File: config.mk
export PLATFORM = sky130hd
export DESIGN_NAME = uart_rx_fifo
export DESIGN_NICKNAME = d
export VERILOG_FILES = /design/src/rtl/uart_rx_fifo.sv
export SDC_FILE = /design/constraint.sdc
export NUM_CORES = 1
export LEC_CHECK = 0
export CORE_ASPECT_RATIO = 0.6
export CORE_UTILIZATION = 55
export DETAILED_ROUTE_END_ITERATION = 7
export PLACE_DENSITY = 0.79
export SLEW_MARGIN = 20
export SYNTH_ARGS = -nofsm -noshare
export SYNTH_HDL_FRONTEND = slang
export SYNTH_SLANG_ARGS = --single-unit
export TNS_END_PERCENT = 30
File: constraint.sdc
create_clock -name clk -period 2.6 [get_ports clk]
set_input_delay 0.52 -clock clk [delete_from_list [all_inputs] [get_ports clk]]
set_output_delay 0.52 -clock clk [all_outputs]
set_load 0.02 [all_outputs]
File: src/rtl/uart_rx_fifo.sv
module uart_rx_fifo #(
  parameter int DEPTH = 16,
  parameter int OSR   = 16
) (
  input  logic       clk,
  input  logic       rst_n,
  input  logic       tick,
  input  logic       rxd,
  input  logic [1:0] len_sel,
  input  logic       par_en,
  input  logic       par_even,
  input  logic       par_fixed,
  input  logic       rd_en,
  output logic [7:0] rd_data,
  output logic       rd_perr,
  output logic       rd_ferr,
  output logic       rd_brk,
  output logic       empty,
  output logic       overrun
);
  localparam int AW = $clog2(DEPTH);
  localparam int CW = $clog2(OSR);

  typedef enum logic [2:0] {S_WAIT, S_IDLE, S_START, S_DATA, S_PAR, S_STOP} st_t;

  st_t           st;
  logic [1:0]    sync;
  logic [CW-1:0] cnt;
  logic [2:0]    bc;
  logic [7:0]    sh;
  logic          px, allz, perr;
  logic [10:0]   mem [DEPTH];
  logic [AW-1:0] wp, rp;
  logic [AW:0]   fill;

  wire       rx      = sync[1];
  wire [3:0] nbits   = 4'd5 + {2'b00, len_sel};
  wire       bit_pt  = cnt == CW'(OSR - 1);
  wire [7:0] dat     = sh >> (4'd8 - nbits);
  wire       par_exp = par_fixed ? ~par_even : (par_even ? px : ~px);
  wire       full    = fill == (AW+1)'(DEPTH);
  wire       stop_pt = tick && st == S_STOP && bit_pt;
  wire       push    = stop_pt && !full;
  wire       drop    = stop_pt && full;
  wire       pop     = rd_en && !empty;

  always_ff @(posedge clk or negedge rst_n)
    if (!rst_n) sync <= 2'b11;
    else        sync <= {sync[0], rxd};

  always_ff @(posedge clk or negedge rst_n) begin
    if (!rst_n) begin
      st <= S_WAIT; cnt <= '0; bc <= '0; sh <= '0;
      px <= 1'b0; allz <= 1'b1; perr <= 1'b0;
    end else if (tick) begin
      case (st)
        S_WAIT: if (rx) st <= S_IDLE;
        S_IDLE: if (!rx) begin st <= S_START; cnt <= '0; end
        S_START:
          if (cnt == CW'(OSR/2 - 1)) begin
            cnt <= '0; bc <= '0; px <= 1'b0; allz <= 1'b1; perr <= 1'b0;
            st  <= rx ? S_IDLE : S_DATA;
          end else cnt <= cnt + 1'b1;
        S_DATA: begin
          cnt <= bit_pt ? '0 : cnt + 1'b1;
          if (bit_pt) begin
            sh   <= {rx, sh[7:1]};
            px   <= px ^ rx;
            allz <= allz & ~rx;
            bc   <= bc + 1'b1;
            if (bc == 3'(nbits - 4'd1)) st <= par_en ? S_PAR : S_STOP;
          end
        end
        S_PAR: begin
          cnt <= bit_pt ? '0 : cnt + 1'b1;
          if (bit_pt) begin
            perr <= rx != par_exp;
            allz <= allz & ~rx;
            st   <= S_STOP;
          end
        end
        S_STOP: begin
          cnt <= bit_pt ? '0 : cnt + 1'b1;
          if (bit_pt) st <= rx ? S_IDLE : S_WAIT;
        end
        default: st <= S_WAIT;
      endcase
    end
  end

  always_ff @(posedge clk)
    if (push) mem[wp] <= {allz & ~rx, ~rx, perr, dat};

  always_ff @(posedge clk or negedge rst_n) begin
    if (!rst_n) begin
      wp <= '0; rp <= '0; fill <= '0; overrun <= 1'b0;
    end else begin
      if (push) wp <= wp + 1'b1;
      if (pop)  rp <= rp + 1'b1;
      if (push && !pop)      fill <= fill + 1'b1;
      else if (pop && !push) fill <= fill - 1'b1;
      if (drop)     overrun <= 1'b1;
      else if (pop) overrun <= 1'b0;
    end
  end

  assign {rd_brk, rd_ferr, rd_perr, rd_data} = mem[rp];
  assign empty = fill == '0;
endmodule


Word-level counts from Yosys, hierarchy flattened --
Memory sizes are Yosys's and may differ from the RTL's. Cells that the tools add are included.
Word-level totals: bits in registers 37, latch bits 0, memory bits (writable) 176, memory bits (read-only) 0, bits of input ports 10, output and inout bits 13, logic and storage cells 107, memories 1
Memories:
- mem | depth 16, bits a word 11, read ports 1, clocked after memory_dff 0, wr ports 1, RTL line 32 | logic [10:0] mem [DEPTH];
Cells by class: add/sub/neg operators 9, $mul 0, divide/modulo/power cells 0, magnitude comparators 0, eq/ne operators 18, shift-type cells 1, multiplexer cells 34, bitwise logic cells 5, reduce and logical (&&, ||, !) cells 27
Operators by type and width (count):
- $mux 3 | 9
- $pmux 3 s6 | 1
- $ne 2x2->1 const B | 7
- $mux 1 | 13
- $add 4x1->4 const B | 3
- $mux 4 | 3
- $pmux 4 s3 | 1
- $reduce_and 4->1 | 3
- $mux 5 | 2
- $reduce_bool 2->1 | 5
- $reduce_and 8->1 | 1
- $shr 8x4->8 | 1
- $logic_and 1x1->1 | 7
- $eq 3x2->1 const B | 2
- $eq 3x3->1 const B | 2
- $pmux 1 s2 | 3
- $pmux 3 s2 | 1
- $reduce_and 3->1 | 2
- $add 5x1->5 const B | 1
- $eq 5x5->1 const B | 1
- $logic_not 5->1 | 1
- $sub 5x1->5 const B | 1
- $add 3x2->4 const A | 1
- $eq 4x3->1 const B | 1
- 17 further kinds | 22

Depth between registers and ports, before layout --
word-level depth 8, gate-level depth with buffers 11, depth with buffers taken out 11

Worst setup path after synthesis --
Ideal clock, no wire load.
kind reg-to-reg, start register cnt[0], end register fill[4], library setup time 80 ps, arrival 2528 ps, required time 2520 ps, setup slack -8 ps, cell stages (with the launch flop) 12, buffers on the path 0, period minus slack after synthesis 2608 ps, path through dfrtp_1 > ha_1 > nand3_2 > nor4_2 > a21boi_4 > ha_1 > inv_1 > ha_1 > a21o_1 > a21oi_1 > mux2i_1 > xnor2_1
Between the ends: longest elaborated chain between the ends 6, elaborated cells between the ends (all ways) 8, those cells by class eq/ne (1); mux (1); reduce/logical (6)
RTL lines:
- start: declaration | RTL line 28 | logic [CW-1:0] cnt;
- start signal: assignment | RTL line 63 | end else cnt <= cnt + 1'b1;
- start signal: assignment | RTL line 65 | cnt <= bit_pt ? '0 : cnt + 1'b1;
- start signal: assignment | RTL line 75 | cnt <= bit_pt ? '0 : cnt + 1'b1;
- $eq 4x4->1 * | RTL line 38 | wire bit_pt = cnt == CW'(OSR - 1);
- $logic_and 1x1->1 * | RTL line 42 | wire stop_pt = tick && st == S_STOP && bit_pt;
- $logic_and 1x1->1 * | RTL line 43 | wire push = stop_pt && !full;
- via push | RTL line 43
- $logic_not 1->1 | RTL line 101 | else if (pop && !push) fill <= fill - 1'b1;
- $logic_and 1x1->1 | RTL line 101
- $reduce_bool 2->1 (no source line)
- end signal: assignment | RTL line 100 | if (push && !pop) fill <= fill + 1'b1;
- end signal: assignment | RTL line 101
- end: declaration | RTL line 34 | logic [AW:0] fill;
The timed path passes the listed nets; every way through them passes the cells marked *. A chain may end at the register's enable or synchronous reset.

Worst setup path in the final report --
start register rp[0], end output port rd_data[7]
Between the ends: longest elaborated chain between the ends 1
RTL lines:
- start: declaration | RTL line 33 | logic [AW-1:0] wp, rp;
- start signal: assignment | RTL line 99 | if (pop) rp <= rp + 1'b1;
- $mem_v2 16x11
- end: declaration | RTL line 14 | output logic [7:0] rd_data,
Every way passes these cells.

==> run summary <==
Outcome: finished, violations left
Failing checks: DRC, setup timing
CP Capture Type: output pin
CP startpoint kind: flip-flop
Register area share after synthesis: 0.6995
Worst hold path type: in2async
Routed len/inst: 23.18 µm
DRC: 1
IO Port Bufs: 22
Starting DRT DRC Count: 400
Routed wire length: 19.01 mm
Clock Root Buffer: clkbuf_16
WHS: 134.5 ps
Fin Clk Skew: 13.27 ps
Worst path max stage delay: 530 ps
Grt met3 use: 0.05811
Vias in the first global route: 5057
ANT nets after route: 0
Filler Cells Inserted: 917
RD Place Congestion: 0.8343
Fin util: 0.7037
Cell Area, Placed: 9878 µm²
Most Used Layer, Global Route: met2
Die Width: 166.1 µm
Setup violators final: 11
CTS tree: built
Fin. max-slew vios: 0
Die H: 100.5 µm
GR Util All Layers: 0.2427
Yosys warnings: 0
F_max: 0.3574 GHz
Global-route wire length before repair: 29.59 mm
Die ar.: 16680 µm²
Ports: 23
Slew headroom: 0.4366
Total gr overflow: 0
Overall power: 0.01115 W
Area Overhead vs Synth: 23.12%
Share of post-route cells with drive strength above 1: 0.3387
Syn Area/Cell: 17.35 µm²
Critical-path cell list: buf_4 -> buf_16 -> mux4_2 -> a22oi_2 -> buf_4 -> nand2_1 -> buf_2
HPWL after detailed placement: 11.51 mm
H-tree depth: 1
Post-Syn Instances: 512
Hold Vio Cnt, Final: 0
Starting Density: 0.5715
# rows: 35
Leakage power: 3.879 nW
FF-to-FF Start: cnt[0]
Routed vias: 4955
Clk_lat worst skew: 490 ps
Clock-pin slew on the worst setup and hold paths: 70 ps
Max Cap Viol: 0
DRT Pass-1 Iters: 7
Setup Total Neg Slack: -1720 ps
Vias per cell: 6.043
Fraction of the cycle the final worst path needs: 1.076
Largest net degree at the start of global routing: 38
Met1 Use GR: 0.3430
Slowest stage cell, crit path: mux4_2
Nets: 626
Critical path class: reg2out
Worst-Margin Slew: 845.1 ps
PwrDens: 1020 nW/µm²
GRT met2 Usage: 0.3927
Cell mode on critical path: buf_4
Fraction of registers with async set/reset: 0.1737
Post-synth EDFFs: 176
Antenna Cells: 0
Worst path required time: 2080 ps
Crit path arrival time: 2280 ps
Unrepaired setup endpoints after global routing: true
Minimum clock period: 2798 ps
Max Root-Sink Buffers: 3
Flops & latches, synth: 213
CTS buffer count: 20
Worst R2R Setup Slack: 60 ps
Synth unique cells: 51
Worst vdd ir: 0.0004673 V
Post-Syn Nets: 535
Setup WS post-layout: -197.9 ps
FF-to-FF End: fill[4]
Core Area: 15550 µm²
Post-route cell area: 10940 µm²
CP max FO: 4
Mapped Area: 8885 µm²
Initial antenna violation count: 0
Reg2Reg Depth: 11
Clk sink count: 213
Top FF cell, synth: edfxtp_1
## how the worst max path moves through the flow
stage,start,end,slack (ps),cells past startpoint
finish,rp[0],rd_data[7],-200,7
global route,rp[0],rd_data[6],-290,7
detailed placement,tick,fill[4],-400,11
floorplan,cnt[0],mem[4][0],-2,6
global placement,tick,fill[4],-310,11
CTS,rp[0],rd_brk,-210,7
## critical path, delay by kind of cell, from the launching register on
kind,cells,cell delay (ps)
AO/OA/AOI/OAI,1,190
buffers and inverters,4,610
flip-flops,1,420
multiplexers,1,530
AND/OR/NAND/NOR,1,50
## layout make-up
type / instances / area [µm²] / share of cell area
timing repair buffer: 93 / 997.2 / 0.09116
multi-input combinational: 260 / 2628 / 0.2402
inverter: 15 / 56.30 / 0.005147
clock inverter: 12 / 240.2 / 0.02196
sequential: 213 / 6217 / 0.5683
clock buffer: 24 / 546.8 / 0.04998
tap: 203 / 254.0 / 0.02322
## cells in the mapped netlist (all sizes together) (2+ instances only)
library cell	count	area share
xor2	3	0.0030
inv	15	0.0063
nand2b	5	0.0035
clkbuf	17	0.0072
nor2b	6	0.0042
mux2	10	0.013
o21ai	16	0.0094
xnor2	12	0.012
nor2	18	0.0079
nor3	6	0.0034
dfstp	3	0.0089
nor3b	2	0.0023
a21oi	11	0.0062
mux2i	7	0.0079
a22oi	23	0.019
nand3	9	0.0056
dfrtp	34	0.096
a22o	3	0.0030
edfxtp	176	0.59
and3	3	0.0021
buf	7	0.0039
ha	12	0.017
o31ai	3	0.0025
nand2	35	0.015
and2	10	0.0070
nor4	3	0.0035
mux4	47	0.12
## where the power goes
part / internal, W / switching [W]
Combinational: 0.00178 / 0.00174
Sequential: 0.00400 / 0.000200
Clock: 0.00220 / 0.00123
## cells by family (layout without fill, tap and decap cells)
| family | after synthesis | count (layout) | share of synthesized area |
|---|---|---|---|
| flip-flops | 213 | 213 | 0.6995 |
| XOR/XNOR | 15 | 15 | 0.01479 |
| buffers and inverters | 39 | 144 | 0.01746 |
| multiplexers | 64 | 64 | 0.1397 |
| AND/OR/NAND/NOR | 103 | 103 | 0.05929 |
| AO/OA/AOI/OAI | 65 | 65 | 0.05014 |
| adder cells (fa/ha/maj) | 13 | 13 | 0.01915 |
## per-stage QoR
| step | instances | setup slack, ps |
|---|---|---|
| 6_report | 820 | -197.9 |
| 5_1_grt | 820 | -288.9 |
| 4_1_cts | 820 | -209.9 |
| 3_5_place_dp | 772 | -400.2 |
| 3_3_place_gp | 772 | -309.6 |
| 2_1_floorplan | 512 | -2.197 |
## cells in the final DEF (no fill, tap or decap), types with 12 or more instances in the layout
cell,instances
edfxtp_1,176
buf_4,48
mux4_2,47
nand2_1,33
dfrtp_1,32
clkbuf_16,21
a22oi_2,18
nor2_1,17
buf_12,15
inv_1,13
xnor2_1,12
## state kept, by name, indices dropped and copies added, names as in the netlist, 2 cells and up
register,count
bc,3
rp,4
sync,2
fill,5
mem,176
st,3
wp,4
sh,8
cnt,4
## routing by layer
layer | routed length [µm] | share of wire
met1 | 8143 | 0.43
met3 | 1606 | 0.084
met5 | 0 | 0
met4 | 236 | 0.012
met2 | 9024 | 0.47
## repair_timing
action	in CTS	in global routing
hold buffers	0	0
endpoints found under the setup margin	12	13
pin swaps	9	3
gates cloned	4	0
buffers inserted	9	0
gates resized for setup	76	5
No activity file was read; power rests on OpenSTA's default activity.
